**src/rtl/mem_lfsr_tester.sv**
```systemverilog
module mem_lfsr_tester #(
  parameter int AW    = 10,
  parameter int DW    = 16,
  parameter int FIRST = 0,
  parameter int LAST  = 1023,
  parameter int SEED  = 'hACE1,
  parameter int TAPS  = 'hB400
) (
  input  logic          clk,
  input  logic          rst_n,
  input  logic          start,
  output logic          mem_rd,
  output logic          mem_wr,
  output logic [AW-1:0] mem_addr,
  output logic [DW-1:0] mem_wdata,
  input  logic [DW-1:0] mem_rdata,
  input  logic          mem_ack,
  output logic          done,
  output logic          pass,
  output logic          fail,
  output logic [AW-1:0] fail_addr
);
  localparam logic [AW-1:0] A_FIRST = AW'(FIRST);
  localparam logic [AW-1:0] A_LAST  = AW'(LAST);
  localparam logic [DW-1:0] SEED_V  = DW'(SEED);
  localparam logic [DW-1:0] TAPS_V  = DW'(TAPS);

  typedef enum logic [1:0] {S_IDLE, S_WRITE, S_VERIFY, S_HALT} state_t;

  state_t        st;
  logic [AW-1:0] addr;
  logic [DW-1:0] lfsr;

  wire [DW-1:0] lfsr_nxt = {lfsr[DW-2:0], ^(lfsr & TAPS_V)};
  wire          at_last  = (addr == A_LAST);
  wire          can_go   = (st == S_IDLE) || (st == S_HALT);

  assign mem_wr    = (st == S_WRITE);
  assign mem_rd    = (st == S_VERIFY);
  assign mem_addr  = addr;
  assign mem_wdata = lfsr;

  always_ff @(posedge clk) begin
    if (!rst_n) begin
      st        <= S_IDLE;
      addr      <= A_FIRST;
      lfsr      <= SEED_V;
      done      <= 1'b0;
      pass      <= 1'b0;
      fail      <= 1'b0;
      fail_addr <= '0;
    end else if (can_go && start) begin
      st        <= S_WRITE;
      addr      <= A_FIRST;
      lfsr      <= SEED_V;
      done      <= 1'b0;
      pass      <= 1'b0;
      fail      <= 1'b0;
      fail_addr <= '0;
    end else begin
      case (st)
        S_WRITE: if (mem_ack) begin
          if (at_last) begin
            st   <= S_VERIFY;
            addr <= A_FIRST;
            lfsr <= SEED_V;
          end else begin
            addr <= addr + 1'b1;
            lfsr <= lfsr_nxt;
          end
        end
        S_VERIFY: if (mem_ack) begin
          if (mem_rdata != lfsr) begin
            st        <= S_HALT;
            fail      <= 1'b1;
            done      <= 1'b1;
            fail_addr <= addr;
          end else if (at_last) begin
            st   <= S_HALT;
            pass <= 1'b1;
            done <= 1'b1;
          end else begin
            addr <= addr + 1'b1;
            lfsr <= lfsr_nxt;
          end
        end
        default: ;
      endcase
    end
  end
endmodule


```
**config.mk**
```make
export PLATFORM = sky130hd
export DESIGN_NAME = mem_lfsr_tester
export DESIGN_NICKNAME = d
export VERILOG_FILES = /design/src/rtl/mem_lfsr_tester.sv
export SDC_FILE = /design/constraint.sdc
export NUM_CORES = 1
export LEC_CHECK = 0
export ABC_AREA = 1
export ABC_CLOCK_PERIOD_IN_PS = 1900
export CORE_MARGIN = 1.5
export CORE_UTILIZATION = 57
export CTS_CLUSTER_SIZE = 30
export DETAILED_ROUTE_END_ITERATION = 7
export DONT_BUFFER_PORTS = 1
export GPL_TIMING_DRIVEN = 0
export PLACE_DENSITY = 0.75
export SYNTH_ARGS = -nofsm -noshare
export SYNTH_HDL_FRONTEND = slang
export SYNTH_SLANG_ARGS = --single-unit
export TNS_END_PERCENT = 50
```
**constraint.sdc**
```tcl
create_clock -name clk -period 1.9 [get_ports clk]
set_clock_uncertainty 0.2 [all_clocks]
set_input_delay 0.285 -clock clk [delete_from_list [all_inputs] [get_ports clk]]
set_output_delay 0.285 -clock clk [all_outputs]
set_load 0.03 [all_outputs]
```
==> flow_summary_export.csv <==
group,metric,value,unit
placed_design,gp_congestion,0.822,
critical_path,crit_top_cell,"nand2_1",
critical_path,required,1.88,ns
cts,cts_tree,"done",
critical_path,r2r_start,"mem_wdata[4]",
cts,cts_buffers,5,
critical_path,cpPeakStageDelay,0.42,ns
sta,setup_ws,-0.126,ns
final_layout,most-common-layout-cells,"nand2_1, nor2_1, inv_1, nand3_1",
cts,numClockSinks,41,
global_routing,grt_overflow,0,
cts,clk_path_buf_depth,2,
critical_path,crit_fanout,5,
synthesis,async_reset_ff_share,0,%
synthesis,ys.flop_type,"dfxtp_1",
final_layout,final_common_cell,"nand2_1",
synthesis,synth_area,0.00231,mm²
floorplan,die_x,66.6,µm
run_status,violations,"setup timing",
floorplan,ios,61,
detailed_routing,ant_nets,0,
synthesis,ys_seq_area_share,35.6,%
critical_path,arrival,2.01,ns
cts,clock-root-buffer,"clkbuf_8",
detailed_routing,vias,2493,
synthesis,syn_inst,367,
job,timing.max_cap.violations,0,
synthesis,synth_edf_count,0,
synthesis,ys.warnings.count,0,
floorplan,rows,22,
sta,hold_violations,0,
detailed_routing,drc,0,
critical_path,cp-startpoint,"mem_wdata[4]",
detailed_routing,drt_iter0_drc,205,
placed_design,place_inst,415,
critical_path,cp_slowest_cell,"dfxtp_4",
global_routing,grt_pass1_wl,9850,µm
pwr,ir_worst_vdd,1.31,mV
final_layout,drive_gt1_share,30.8,%
pwr,finalPower,5.73,mW
critical_path,worstSetupPathType,"reg -> reg",
final_layout,area_growth,28.4,%
detailed_routing,viasPerCell,5.65,
synthesis,ys_seq_elements,41,
pwr,p_leak,1.41,nW
detailed_routing,wirelength,7030,µm
synthesis,synth_nets,390,
placed_design,port-buffer-count,0,
floorplan,coreArea,0.00377,mm²
final_layout,final_cells,441,
sta,relSlewSlack,65.1,%
critical_path,r2r_setup_slack,-0.13,ns
global_routing,grt_usage,29.5,%
sta,rsz0062_at_grt,"yes",
final_layout,diodes,0,
global_routing,first_global_vias,2140,
global_routing,antenna_found_initial,0,
synthesis,synthDistinctLibCells,27,
critical_path,startpoint_type,"flop",
run_status,status,"finished, violations left",
detailed_routing,wl_per_cell,15.9,µm
cts,htreeDepth,2,
floorplan,die_area,0.00444,mm²
sta,clock.fmax,0.494,GHz
final_layout,nNetsFinal,415,
floorplan,start_util,61.2,%
pwr,cellPowerDensity,1940,mW/mm²
global_routing,grt_max_degree,14,
synthesis,avgSynthCellArea,6.29,µm²
sta,drv_slew,0,
cts,clock_latency,0.31,ns
sta,setup_viol,33,
critical_path,critPathCaptureType,"flop",
sta,finalCritPeriodShare,107,%
placed_design,dp_hpwl,3770,µm
floorplan,die_h,66.6,µm
detailed_routing,drtPass1Iterations,7,
critical_path,cp_cell_sequence,"inv_2 -> nand2_1 -> nand2_1 -> nor2_2 -> nand2_2 -> nor2_4 -> nand3_2 -> nand2_4 -> nand2_8 -> clkbuf_16 -> nand2_1 -> a21oi_1",
hold_path,worstHoldStart,"mem_ack",
sta,worst_pin_slew,0.522,ns
critical_path,critPathTopFamily,"simple AND/OR/NAND/NOR gates",
cts,clkSlewWorstSetupHoldPaths,0.08,ns
hold_path,hold_class,"in -> reg",
critical_path,crit_buf_inv,2,
sta,layout_min_cycle_time,2.03,ns
==> cell type report <==
class	count	area (µm²)
Multi-Input combinational cell	263	1390
Sequential cell	41	892
Fill cell	271	810
Inverter	49	191
Timing Repair Buffer	19	178
Buffer	13	129
Clock buffer	6	82.6
Tap cell	48	60.1
Clock inverter	2	36.3
==> metal layers <==
layer	share of wire, %	GRT usage, %	wire length, µm	up-vias
met1	39	37.0	2750	1123
met2	48	48.0	3370	160
met3	9.4	7.43	663	28
met4	3.5	12.5	247	0
met5	0	0	0	-
li1	-	-	-	1182
==> sequential cells by signal, indices dropped and copies added, names as in the netlist <==
name	count
st	2
mem_wdata	16
pass	1
fail_addr	10
mem_addr	10
done	1
fail	1
==> report_power, final <==
group          switching, mW  internal, mW  leakage, nW  total [mW]
logic                   1.70          1.24         1.00        2.94
clock network          0.327         0.428       0.0617       0.755
registers              0.809          1.23        0.343        2.04
==> tightest hold or removal path, delay by kind of cell <==
family / cells / cell delay, ns
simple gates: 1 / 0.10
buf+inv: 2 / 0.07
compound gates: 1 / 0.06
==> cells in the mapped netlist (2+ instances only) <==
master	instances	area [µm²]
dfxtp_1	41	821
inv_1	39	146
nor2_2	2	12.5
xnor2_1	4	35.0
nand4_1	2	12.5
buf_4	2	15.0
inv_2	9	33.8
clkbuf_1	6	22.5
xor2_1	6	52.6
buf_2	3	15.0
o21ai_0	12	60.1
a21oi_1	10	50.1
buf_6	2	22.5
ha_1	3	37.5
nand2_4	2	22.5
nand3_1	40	200
nor2_4	2	22.5
nand2_1	118	443
nand3_2	2	20.0
nor2_1	55	206
==> worst paths after layout <==
check,to,depth (start not counted)
worst min-delay path,done,4
worst max register to register,mem_addr[5],12
worst max-delay path,mem_addr[5],12
worst min register to register,st[1],2
==> metrics by stage <==
stage                     area [µm²]  hold WS, ns  util (%)  worst slack [ns]  TNS (ns)
after floorplan                 2320        0.194         -           0.00613         0
after global placement          2380        0.196      63.2            -0.247     -7.85
after detailed placement        2380        0.198      63.2            -0.275     -8.72
after CTS                       2740       0.0282      72.6          -0.00126  -0.00181
after global routing            2960       0.0743      78.5            -0.197     -5.31
final                           2960       0.0355      78.5            -0.126     -2.14
==> timing repair <==
action / 4_1_cts / 5_1_grt
pin swaps: 8 / 18
buffers inserted: 10 / 4
hold buffers: 2 / 0
gates resized for setup: 54 / 57
endpoints found under the hold margin: 1 / 0
endpoints found under the setup margin: 41 / 41
cloned: 0 / 3
==> cells by family after synthesis <==
logic type / count (synthesis) / share of synthesized area [%]
AND/OR/NAND/NOR: 225 / 41.8
buffers and inverters: 63 / 11.4
flip-flops: 41 / 35.6
AO/OA/AOI/OAI: 25 / 5.80
XOR/XNOR: 10 / 3.80
adder cells (fa/ha/maj): 3 / 1.63
No activity file was read; power rests on OpenSTA's default activity.
